`config.mk`:
```
export PLATFORM = sky130hd
export DESIGN_NAME = ext_status_latch
export DESIGN_NICKNAME = d
export VERILOG_FILES = /design/src/rtl/esl_pkg.sv /design/src/rtl/esl_sync.sv /design/src/rtl/esl_eom_latch.sv /design/src/rtl/esl_freeze.sv /design/src/rtl/ext_status_latch.sv
export SDC_FILE = /design/constraint.sdc
export NUM_CORES = 1
export LEC_CHECK = 0
export BUFFER_PORTS_ARGS = -buffer_cell sky130_fd_sc_hd__buf_2
export CAP_MARGIN = 20
export CELL_PAD_IN_SITES_DETAIL_PLACEMENT = 0
export CELL_PAD_IN_SITES_GLOBAL_PLACEMENT = 2
export CORE_ASPECT_RATIO = 1.75
export CORE_MARGIN = 3
export CORE_UTILIZATION = 30
export DETAILED_ROUTE_END_ITERATION = 8
export HOLD_SLACK_MARGIN = 0.15
export PLACE_DENSITY_LB_ADDON = 0.05
export SLEW_MARGIN = 30
export SYNTH_ARGS = -nofsm -noshare
export SYNTH_HDL_FRONTEND = slang
export SYNTH_SLANG_ARGS = --single-unit
export TNS_END_PERCENT = 20
```
`constraint.sdc`:
```
create_clock -name clk -period 4.35 [get_ports clk]
set_clock_uncertainty 0.05 [all_clocks]
set_input_delay 0.6525 -clock clk [delete_from_list [all_inputs] [get_ports clk]]
set_output_delay 0.6525 -clock clk [all_outputs]
set_load 0.02 [all_outputs]
```
`src/rtl/esl_pkg.sv`:
```
// Package: shared types for the external status latch.
// Assumes: nothing beyond the standard language.
package esl_pkg;

    // Freeze state: open (transparent), held, held with one change queued
    typedef enum logic [1:0] {
        LS_OPEN   = 2'd0,
        LS_HELD   = 2'd1,
        LS_HELD_Q = 2'd2
    } latch_state_e;

endpackage

```
`src/rtl/esl_sync.sv`:
```
// Module: two-flop synchronizer for the raw status lines.
// Assumes: inputs are asynchronous level signals, each bit independent.
module esl_sync #(
    parameter int WIDTH = 4
) (
    input  logic             clk,
    input  logic             rst_n,
    input  logic [WIDTH-1:0] async_i,
    output logic [WIDTH-1:0] sync_o
);

    logic [WIDTH-1:0] stage1_q;
    logic [WIDTH-1:0] stage2_q;

    // Two register stages per line, cleared by reset
    always_ff @(posedge clk) begin
        if (!rst_n) begin
            stage1_q <= '0;
            stage2_q <= '0;
        end else begin
            stage1_q <= async_i;
            stage2_q <= stage1_q;
        end
    end

    assign sync_o = stage2_q;

endmodule

```
`src/rtl/esl_eom_latch.sv`:
```
// Module: transmit underrun/end-of-message latch.
// Set by the CRC-start strobe; cleared by its command only while the
// transmitter is enabled. With the transmitter disabled the command instead
// requests a synthetic status event (bit reported as zero) when the freeze
// logic is open or is being reset in the same cycle.
// Assumes: strobes are single-cycle and synchronous to clk.
module esl_eom_latch (
    input  logic clk,
    input  logic rst_n,
    input  logic crc_start,
    input  logic tx_enable,
    input  logic cmd_reset_eom,
    input  logic cmd_reset_ext,
    input  logic held,
    input  logic mask_bit,
    output logic eom_o,
    output logic virt_ev_o
);

    logic eom_q;

    // Latch update: set on CRC start (wins), clear only with transmitter on
    always_ff @(posedge clk) begin
        if (!rst_n) begin
            eom_q <= 1'b0;
        end else if (crc_start) begin
            eom_q <= 1'b1;
        end else if (cmd_reset_eom && tx_enable) begin
            eom_q <= 1'b0;
        end
    end

    // Synthetic event request for the disabled-transmitter case
    always_comb begin
        virt_ev_o = cmd_reset_eom && !tx_enable && mask_bit &&
                    (!held || cmd_reset_ext);
    end

    assign eom_o = eom_q;

    p_crc_sets_r7: assert property (@(posedge clk) disable iff (!rst_n)
        crc_start |=> eom_q);

    p_enabled_clear_r8: assert property (@(posedge clk) disable iff (!rst_n)
        (cmd_reset_eom && tx_enable && !crc_start) |=> !eom_q);

    p_disabled_keep_r9: assert property (@(posedge clk) disable iff (!rst_n)
        (cmd_reset_eom && !tx_enable && eom_q) |=> eom_q);

endmodule

```
`src/rtl/esl_freeze.sv`:
```
// Module: change detection, snapshot freeze and one-deep change queue.
// Compares the current status vector with its value one cycle earlier. An
// enabled change (or a synthetic event) captures a snapshot and holds it
// until a reset command; one further event is queued, later ones merge.
// Assumes: cur_i is synchronous to clk; virt_val_i is the value to capture
// for a synthetic event.
module esl_freeze
    import esl_pkg::*;
#(
    parameter int WIDTH = 5
) (
    input  logic             clk,
    input  logic             rst_n,
    input  logic [WIDTH-1:0] cur_i,
    input  logic [WIDTH-1:0] mask_i,
    input  logic             cmd_reset_ext,
    input  logic             virt_ev_i,
    input  logic [WIDTH-1:0] virt_val_i,
    output logic [WIDTH-1:0] status_o,
    output logic             held_o
);

    latch_state_e     state_q, state_d;
    logic [WIDTH-1:0] cur_d_q;
    logic [WIDTH-1:0] snap_q, snap_d;
    logic [WIDTH-1:0] qsnap_q, qsnap_d;
    logic [WIDTH-1:0] chg;
    logic             ev_now;
    logic [WIDTH-1:0] ev_val;

    // Previous-cycle copy of the status vector for edge detection
    always_ff @(posedge clk) begin
        if (!rst_n) cur_d_q <= '0;
        else        cur_d_q <= cur_i;
    end

    // Enabled changes and the value an event would capture
    always_comb begin
        chg    = (cur_i ^ cur_d_q) & mask_i;
        ev_now = (|chg) || virt_ev_i;
        ev_val = virt_ev_i ? virt_val_i : cur_i;
    end

    // Next-state logic for freeze, queue and merge
    always_comb begin
        state_d = state_q;
        snap_d  = snap_q;
        qsnap_d = qsnap_q;
        unique case (state_q)
            LS_OPEN: begin
                if (ev_now) begin
                    state_d = LS_HELD;
                    snap_d  = ev_val;
                end
            end
            LS_HELD: begin
                if (cmd_reset_ext) begin
                    if (ev_now) begin
                        snap_d = ev_val;
                    end else begin
                        state_d = LS_OPEN;
                    end
                end else if (ev_now) begin
                    state_d = LS_HELD_Q;
                    qsnap_d = ev_val;
                end
            end
            LS_HELD_Q: begin
                if (cmd_reset_ext) begin
                    snap_d = qsnap_q;
                    if (ev_now) begin
                        qsnap_d = ev_val;
                    end else begin
                        state_d = LS_HELD;
                    end
                end
            end
            default: state_d = LS_OPEN;
        endcase
    end

    // State and snapshot registers
    always_ff @(posedge clk) begin
        if (!rst_n) begin
            state_q <= LS_OPEN;
            snap_q  <= '0;
            qsnap_q <= '0;
        end else begin
            state_q <= state_d;
            snap_q  <= snap_d;
            qsnap_q <= qsnap_d;
        end
    end

    // Output: enabled bits frozen while held, others transparent
    always_comb begin
        held_o = (state_q != LS_OPEN);
        if (held_o) status_o = (snap_q & mask_i) | (cur_i & ~mask_i);
        else        status_o = cur_i;
    end

    p_frozen_r2: assert property (@(posedge clk) disable iff (!rst_n)
        (held_o && !cmd_reset_ext) |=> $stable(snap_q));

    p_hold_r3: assert property (@(posedge clk) disable iff (!rst_n)
        (held_o && !cmd_reset_ext) |=> held_o);

    p_release_r3: assert property (@(posedge clk) disable iff (!rst_n)
        (state_q == LS_HELD && cmd_reset_ext && !ev_now) |=> !held_o);

    p_drain_r4: assert property (@(posedge clk) disable iff (!rst_n)
        (state_q == LS_HELD_Q && cmd_reset_ext) |=> (held_o && snap_q == $past(qsnap_q)));

    p_merge_keep_r5: assert property (@(posedge clk) disable iff (!rst_n)
        (state_q == LS_HELD_Q && !cmd_reset_ext) |=> $stable(qsnap_q));

    p_masked_quiet_r6: assert property (@(posedge clk) disable iff (!rst_n)
        (!held_o && !ev_now) |=> !held_o);

endmodule

```
`src/rtl/ext_status_latch.sv`:
```
// Module: external status latch with interrupt (top).
// Synchronizes the raw lines, appends the underrun/EOM latch as the top
// status bit and feeds the freeze logic that drives the interrupt flag.
// Assumes: command and CRC strobes are one cycle wide and already decoded.
module ext_status_latch #(
    parameter int NUM_LINES = 4,
    localparam int WIDTH    = NUM_LINES + 1
) (
    input  logic                 clk,
    input  logic                 rst_n,
    input  logic [NUM_LINES-1:0] status_in,
    input  logic                 crc_start,
    input  logic                 tx_enable,
    input  logic [WIDTH-1:0]     int_mask,
    input  logic                 cmd_reset_ext,
    input  logic                 cmd_reset_eom,
    output logic [WIDTH-1:0]     status_word,
    output logic                 irq_pending
);

    logic [NUM_LINES-1:0] lines_sync;
    logic                 eom_bit;
    logic                 virt_ev;
    logic                 held;
    logic [WIDTH-1:0]     cur_vec;
    logic [WIDTH-1:0]     virt_vec;

    esl_sync #(.WIDTH(NUM_LINES)) u_sync (
        .clk     (clk),
        .rst_n   (rst_n),
        .async_i (status_in),
        .sync_o  (lines_sync)
    );

    esl_eom_latch u_eom (
        .clk           (clk),
        .rst_n         (rst_n),
        .crc_start     (crc_start),
        .tx_enable     (tx_enable),
        .cmd_reset_eom (cmd_reset_eom),
        .cmd_reset_ext (cmd_reset_ext),
        .held          (held),
        .mask_bit      (int_mask[WIDTH-1]),
        .eom_o         (eom_bit),
        .virt_ev_o     (virt_ev)
    );

    // Assemble live vector and the synthetic-event capture value
    always_comb begin
        cur_vec  = {eom_bit, lines_sync};
        virt_vec = {1'b0, lines_sync};
    end

    esl_freeze #(.WIDTH(WIDTH)) u_freeze (
        .clk           (clk),
        .rst_n         (rst_n),
        .cur_i         (cur_vec),
        .mask_i        (int_mask),
        .cmd_reset_ext (cmd_reset_ext),
        .virt_ev_i     (virt_ev),
        .virt_val_i    (virt_vec),
        .status_o      (status_word),
        .held_o        (held)
    );

    assign irq_pending = held;

    p_virt_open_r10: assert property (@(posedge clk) disable iff (!rst_n)
        (cmd_reset_eom && !tx_enable && int_mask[WIDTH-1] && !crc_start && !irq_pending)
        |=> (irq_pending && !status_word[WIDTH-1]));

    p_virt_with_reset_r11: assert property (@(posedge clk) disable iff (!rst_n)
        (cmd_reset_eom && cmd_reset_ext && !tx_enable && int_mask[WIDTH-1] && !crc_start)
        |=> irq_pending);

endmodule

```
# Yosys cells after proc, flatten, opt, wreduce, memory -nomap -nowiden
# Cells that the tools add are included.
dict set report classes {
  reduce_logical 17
  n_shift 0
  bitwise_logic 6
  order_cmp 0
  div_mod_pow 0
  n_mul 0
  add_sub_neg 0
  muxes 19
  eq_ne 9
}
# op n
set op_table {}
lappend op_table {{5-bit two-way mux} 8}
lappend op_table {{5-bit bitwise AND} 3}
lappend op_table {{5-bit one-hot mux with 3 select lines} 1}
lappend op_table {{2-bit two-way mux} 6}
lappend op_table {{5-bit one-hot mux with 2 select lines} 1}
lappend op_table {{2-bit inequality test (second input constant)} 4}
lappend op_table {{2-bit one-hot mux with 3 select lines} 1}
lappend op_table {{3-bit AND reduction} 2}
lappend op_table {{2-bit nonzero test} 3}
lappend op_table {{5-bit NOT} 1}
lappend op_table {{5-bit bitwise OR} 1}
lappend op_table {{5-bit AND reduction} 1}
lappend op_table {{5-bit OR reduction} 1}
lappend op_table {{5-bit XOR} 1}
lappend op_table {{1-bit logical AND} 4}
lappend op_table {{3-bit by 2-bit inequality test with 1-bit output (second input constant)} 1}
lappend op_table {{3-bit inequality test (second input constant)} 1}
lappend op_table {{3-bit nonzero test} 1}
lappend op_table {{2-bit by 1-bit equality test with 1-bit output (second input constant)} 1}
lappend op_table {{2-bit equality test (second input constant)} 1}
lappend op_table {{1-bit logical NOT} 2}
lappend op_table {{2-bit logical NOT} 1}
lappend op_table {{1-bit logical OR} 2}
lappend op_table {{1-bit two-way mux} 2}
lappend op_table {{2-bit by 1-bit inequality test with 1-bit output (second input constant)} 1}
dict set report word_totals {
  ff_bits 26
  rom_bits 0
  latch_bits 0
  output_inout_bits 6
  mem_bits_rw 0
  mem_count 0
  wordCells 58
  in_bits 15
}

# Logic depth before layout (Yosys ltp)
# Gate-level depths: netlist of run 1.
dict set report logic_depth {
  depth_word 8
  mapped_depth 6
  ltp_nobuf 5
}

# Modules after synthesis
# Synthesis of run 1 repeated with hierarchy kept, for this count alone.
dict set report unflattened {
  hier_cells 124
  hier_area_um2 1204.9
}
# mod seq_area_each_um2 cells_per_inst area_per_inst_um2 n_inst
set by_module_without_submodules {}
lappend by_module_without_submodules {esl_freeze 340.3 100 928.4 1}
lappend by_module_without_submodules {esl_sync 160.2 16 210.2 1}
lappend by_module_without_submodules {esl_eom_latch 20.0 7 62.6 1}
lappend by_module_without_submodules {ext_status_latch 0.0 1 3.8 1}

# Worst setup path before layout of run 1
# OpenSTA, ideal clock, no wires.
dict set report synth_path {
  path_kind {reg2out}
  startpoint {reg u_freeze.state_q[1]}
  endpoint {out status_word[0]}
  setup_slack_ns 2.330
  required_ns 3.648
  n_path_buf 1
  arrival_ns 1.318
  path_stages_with_launch 6
  cell_sequence {dfxtp_1 buf_4 inv_2 nand2_1 nand2_1 mux2_1}
}
dict set report synth_via {
  elab_chain_len 2
}
# item line
set synth_rtl {}
lappend synth_rtl {{from (decl)} esl_freeze.sv:23} ;# latch_state_e state_q, state_d;
lappend synth_rtl {{from (signal assigned)} esl_freeze.sv:89} ;# state_q <= state_d;
lappend synth_rtl {{2-bit nonzero test} esl_freeze.sv:97} ;# held_o = (state_q != LS_OPEN);
lappend synth_rtl {{net irq_pending} ext_status_latch.sv:18} ;# output logic irq_pending
lappend synth_rtl {{5-bit two-way mux} esl_freeze.sv:98} ;# if (held_o) status_o = (snap_q & mask_i) | (cur_i & ~mask_i);
lappend synth_rtl {{to (decl)} ext_status_latch.sv:17} ;# output logic [WIDTH-1:0] status_word,
# The timed path passes the listed nets, and every way through them passes these cells.

# Final worst setup path of run 1
dict set report layout_path {
  startpoint {reg u_freeze.state_q[1]}
  endpoint {out status_word[0]}
}
dict set report layout_via {
  elab_chain_len 2
}
# item line
set layout_rtl {}
lappend layout_rtl {{2-bit nonzero test} esl_freeze.sv:97}
lappend layout_rtl {{5-bit two-way mux} esl_freeze.sv:98}
# No other way between the ends.

==> flow_summary.yaml, run 1 <==
global_route:
  antenna_found_initial: 0
  grt_pass1_vias: 889
  grt_max_degree: 30
  grtUsageTotal_pct: 12.51
  grt_overflow: 0
  grt_pass1_wl_um: 4436
floorplan:
  coreArea_um2: 3904
  dieArea_um2: 4889
  num_io_pins: 21
  row_count: 30
  dieWidth_um: 54.16
  die_h_um: 90.27
  start_util_pct: 31.19
pwr:
  power_density_nw_per_um2: 374.9
  p_leak_nw: 0.7059
  max-vdd-ir-drop_v: 0.0002064
  p_total_mw: 0.5301
worst_setup_path:
  critical_path_peak_fanout: 11
  start_kind: "flop"
  required_ns: 3.65
  r2r-end: "u_freeze.snap_q[4]"
  critPathKind: "flop to primary output"
  reg2reg_from: "u_freeze.state_q[1]"
  end_kind: "primary output"
  reg2reg_depth: 5
  rrSetupSlack_ns: 2.49
  crit_arrival_ns: 1.85
clock_network:
  postCtsSetupBuffers: 0
  cts_tree: "built"
  ctsHoldBuffers: 0
  htree_levels: 1
  numCtsBuffers: 3
  cts_resized: 0
  clk_pin_slew_worst_paths_ns: 0.09
  cts.sinks: 26
  clk_latency_ns: 0.27
  clockBufferDepth: 2
  clock-root-buffer: "clkbuf_8"
routing:
  drt-total-wl_um: 2586
  antenna_left: 0
  drt_iter0_markers: 14
  dr.pass1.iters: 4
  wl_per_cell_um: 13.98
  drc: 0
  vias: 884
  vias_per_cell: 4.778
final_layout:
  seq_area_um2: 520.5
  multiInputGateArea_um2: 670.6
  drive_above_1_share_pct: 25.55
  final_common_cell: "dfxtp_1"
  syn_to_final_growth_pct: 16.14
  nNetsFinal: 153
  final_cell_mix: "dfxtp_1, buf_2, nand2_1"
  fillCellCount: 422
  fin_util_pct: 36.22
  n_antenna_cell: 0
outcome:
  outcome: "finished clean"
timing:
  drv_slew: 0
  tightest_slew_ns: 0.5263
  rsz0062_at_grt: "no"
  layout_min_cycle_time_ns: 2.554
  hold_violations: 0
  fin_setup_tns_ns: 0
  finalCritPeriodShare_pct: 58.71
  setup_viol_count_final: 0
  hold_slack_ns: 0.3932
  fmax_mhz: 391.6
  fin_ws_ns: 1.796
  relSlewSlack_pct: 64.87
hold_path:
  min_to: "u_sync.sync_o[1]"
  min_path_cells: 1
  worst_hold_startpoint: "u_sync.stage1_q[1]"
  hp-class: "flop to flop"
yosys:
  seq_area_frac_synth_pct: 42.75
  synthCells: 117
  syn-mean-instance-area_um2: 10.41
  synth_fp_nets: 132
  ys_warn_count: 0
  netlist_area_um2: 1217
  synth_cell_type_count: 30
  synth-seq-cells: 26
placed_design:
  portBuffers: 20
  place.gp.congestion: 0.6943
  post-place-ws_ns: 2.101
  dpl.hpwl_um: 1933
run:
  drv_cap: 0
[area by class of cell]
| class | count | area share, % |
|---|---|---|
| tap | 48 | 4.248 |
| clock buffer | 4 | 3.894 |
| inverter | 2 | 0.5310 |
| sequential | 26 | 36.81 |
| multi-input combinational | 85 | 47.43 |
| timing repair buffer | 20 | 7.080 |
[metal layers]
metal	vias up	GRT usage, %	wire length [um]	part of all wire (%)
li1	449	-	-	-
met1	410	15.38	1066	41
met2	19	19.10	1299	50
met3	6	3.306	145	5.6
met4	0	6.653	75	2.9
met5	-	0	0	0
[cell families (layout without fill, tap and decap cells)]
logic type / Yosys count / after routing / share of synthesized area [%]
flip-flops: 26 / 26 / 42.75
XOR/XNOR: 5 / 5 / 3.597
multiplexers: 11 / 11 / 9.558
buffers and inverters: 6 / 26 / 2.158
AND/OR/NAND/NOR: 43 / 43 / 19.32
adder cells (fa/ha/maj): 1 / 1 / 0.9249
AO/OA/AOI/OAI: 25 / 25 / 21.69
[cell usage after synthesis]
cell type	number	area, um^2
a22oi_4	3	63.81
a31oi_4	1	21.27
and3b_1	1	8.760
a21boi_0	1	7.510
nand4_1	1	6.260
nor2b_1	3	18.77
o211a_1	5	50.05
buf_4	1	7.510
clkbuf_1	3	11.26
a21oi_2	1	8.760
nor2_1	1	3.750
inv_2	1	3.750
o21ai_1	4	20.02
a21o_1	1	7.510
a21oi_1	1	5.000
nand3_1	3	15.01
o211ai_1	5	37.54
and2_1	13	81.33
nor3b_2	1	12.51
mux2_1	5	56.30
o21a_4	1	15.01
xor2_1	5	43.79
inv_1	1	3.750
o2111ai_1	1	8.760
o21bai_4	1	18.77
nand2_1	19	71.32
maj3_2	1	11.26
dfxtp_1	26	520.5
nand3_4	1	17.52
mux2i_1	6	60.06
[sequential cells by signal, summed over array words and instances (netlist names)]
signal / flops
u_eom.eom_o: 1
u_freeze.cur_d_q: 5
u_freeze.qsnap_q: 5
u_freeze.snap_q: 5
u_freeze.state_q: 2
u_sync.stage1_q: 4
u_sync.sync_o: 4
[power breakdown]
part	internal (mW)	switching, mW	leakage (nW)
Combinational	0.0456	0.0591	0.464
Sequential	0.254	0.0119	0.213
Clock	0.0810	0.0786	0.0288
[worst max path at each step]
stage                        startpoint              to
global placement    u_freeze.state_q[1]  status_word[2]
global route        u_freeze.state_q[1]  status_word[3]
floorplan           u_freeze.state_q[1]  status_word[0]
CTS                 u_freeze.state_q[1]  status_word[2]
detailed placement  u_freeze.state_q[1]  status_word[2]
finish              u_freeze.state_q[1]  status_word[0]
[per-stage QoR]
stage               area [um^2]  cells
global placement           1359    181
finish                     1414    185
CTS                        1414    185
floorplan                  1217    117
global route               1414    185
detailed placement         1359    181
[critical path, cell delays in order, from the launching register on]
cell     delay, ns
dfxtp_1       0.66
inv_2         0.11
nand2_1       0.22
nand2_1       0.09
mux2_1        0.33
buf_2         0.17
Note: power is estimated with default switching activity, not from simulation.
==> run 2, diff against run 1 <==
==> constraint.sdc (replaced) <==
create_clock -name clk -period 2.2 [get_ports clk]
set_clock_uncertainty 0.05 [all_clocks]
set_input_delay 0.33 -clock clk [delete_from_list [all_inputs] [get_ports clk]]
set_output_delay 0.33 -clock clk [all_outputs]
set_load 0.02 [all_outputs]
==> flow_summary.yaml, run 2 (synthesis gave the netlist of run 1 again) <==
outcome:
  outcome: "finished clean"
worst_setup_path:
  rrSetupSlack_ns: 0.53
  worst_path_most_repeated_cell: "nand2_1"
  end_kind: "primary output"
  reg2reg_from: "u_freeze.state_q[1]"
  crit_arrival_ns: 1.67
  crit_chain: "inv_2 > nand2_1 > nand2_1 > mux2_1 > buf_2"
  critPathSlowestCell: "dfxtp_2"
  reg2reg_depth: 5
  r2r-end: "u_freeze.snap_q[4]"
  critical_path_peak_fanout: 11
  required_ns: 1.82
  critPathMaxStageDelay_ns: 0.51
  start_kind: "flop"
  critPathKind: "flop to primary output"
routing:
  antenna_left: 0
  dr.pass1.iters: 4
  wl_per_cell_um: 13.98
  drc: 0
  drt_iter0_markers: 14
  drt-total-wl_um: 2586
  vias: 884
  vias_per_cell: 4.778
timing:
  fin_setup_tns_ns: 0
  setup_viol_count_final: 0
  fmax_mhz: 488.7
  tightest_slew_ns: 0.4488
  finalCritPeriodShare_pct: 93.01
  layout_min_cycle_time_ns: 2.046
  rsz0062_at_grt: "no"
  drv_slew: 0
  relSlewSlack_pct: 70.08
  hold_violations: 0
clock_network:
  clk_latency_ns: 0.27
  htree_levels: 1
  clock-root-buffer: "clkbuf_8"
  numCtsBuffers: 3
  postCtsSetupBuffers: 0
  clockBufferDepth: 2
  cts.sinks: 26
  cts_tree: "built"
  clk_pin_slew_worst_paths_ns: 0.09
global_route:
  antenna_found_initial: 0
  grt_pass1_wl_um: 4436
  grt_pass1_vias: 889
  grt_max_degree: 30
  grtUsageTotal_pct: 12.51
  grt_overflow: 0
hold_path:
  min_path_cells: 2
  worst_hold_startpoint: "status_in[2]"
  hp-class: "input port to flop"
  min_to: "u_sync.stage1_q[2]"
floorplan:
  coreArea_um2: 3904
  start_util_pct: 31.19
  die_h_um: 90.27
  dieArea_um2: 4889
  dieWidth_um: 54.16
  num_io_pins: 21
  row_count: 30
final_layout:
  fin_util_pct: 36.25
  final_common_cell: "dfxtp_1"
  fillCellCount: 422
  syn_to_final_growth_pct: 16.24
  n_antenna_cell: 0
  largestRegisters: "u_freeze.cur_d_q: 5 flops, u_freeze.qsnap_q: 5 flops, u_freeze.snap_q: 5 flops"
  nNetsFinal: 153
  final_cell_mix: "dfxtp_1, buf_2, nand2_1"
  final_cell_count_no_fill: 185
  drive_above_1_share_pct: 26.28
pwr:
  power_frac_seq_pct: 50.1
  p_leak_nw: 0.7063
  swShare_pct: 28.21
  clkPwrFrac_pct: 30.1
  max-vdd-ir-drop_v: 0.0004081
  switchingPower_mw: 0.2957
  power_density_nw_per_um2: 740.8
  pwr-share-comb_pct: 19.8
  p_int_mw: 0.7527
placed_design:
  portBuffers: 20
  place.gp.congestion: 0.6943
  place_inst: 181
  dpl.hpwl_um: 1933
run:
  drv_cap: 0
-- run 2: changes by cell type in the layout (fill, tap and decap cells not counted) --
cell,delta
dfxtp_2,+1
dfxtp_1,-1
-- run 2: stage by stage --
step	instance area (um^2)	total power, mW	worst slack (ns)	hold slack [ns]
floorplan	1217	0.6847	0.5022	0.3619
global placement	1359	0.7468	0.3000	0.3662
detailed placement	1359	0.7481	0.2740	0.3741
CTS	1415	1.069	0.1352	0.1969
global route	1415	1.119	0.03099	0.1918
finish	1415	1.048	0.1539	0.2025
-- run 2: layout make-up --
class | instances | area [um^2] | share of cell area [%]
Clock buffer | 4 | 55.05 | 3.890
Inverter | 2 | 7.507 | 0.5305
Multi-Input combinational cell | 85 | 670.6 | 47.39
Sequential cell | 26 | 521.8 | 36.87
Tap cell | 48 | 60.06 | 4.244
Timing Repair Buffer | 20 | 100.1 | 7.073
-- run 2: worst max path at each step --
stage	startpoint	to	slack, ns
2_1_floorplan	u_freeze.state_q[1]	status_word[0]	0.50
3_3_place_gp	u_freeze.state_q[1]	status_word[2]	0.30
3_5_place_dp	u_freeze.state_q[1]	status_word[2]	0.27
4_1_cts	u_freeze.state_q[1]	status_word[2]	0.14
5_1_grt	u_freeze.state_q[1]	status_word[3]	0.03
6_report	u_freeze.state_q[1]	status_word[0]	0.15
-- run 2: critical path, delay by kind of cell (launching register included) --
kind | cells | cell delay (ns)
AND/OR/NAND/NOR | 2 | 0.29
buffers and inverters | 2 | 0.26
flip-flops | 1 | 0.51
multiplexers | 1 | 0.33
-- run 2: power groups by stage --
stage / clock (mW) / sequential [mW] / combinational (mW)
2_1_floorplan: 0 / 0.528 / 0.157
3_3_place_gp: 0 / 0.536 / 0.211
3_5_place_dp: 0 / 0.538 / 0.210
4_1_cts: 0.330 / 0.527 / 0.211
5_1_grt: 0.357 / 0.532 / 0.230
6_report: 0.316 / 0.526 / 0.207
-- run 2: layer usage --
layer	GRT usage, %	vias to the layer above	part of all wire (%)
li1	-	449	-
met5	0	-	0
met4	6.653	0	2.9
met1	15.38	410	41
met3	3.306	6	5.6
met2	19.10	19	50
-- run 2: repair_timing --
action | in CTS | in global routing
gates resized for setup | 1 | 0
setup endpoints to repair | 5 | 0
hold buffers | 0 | 0
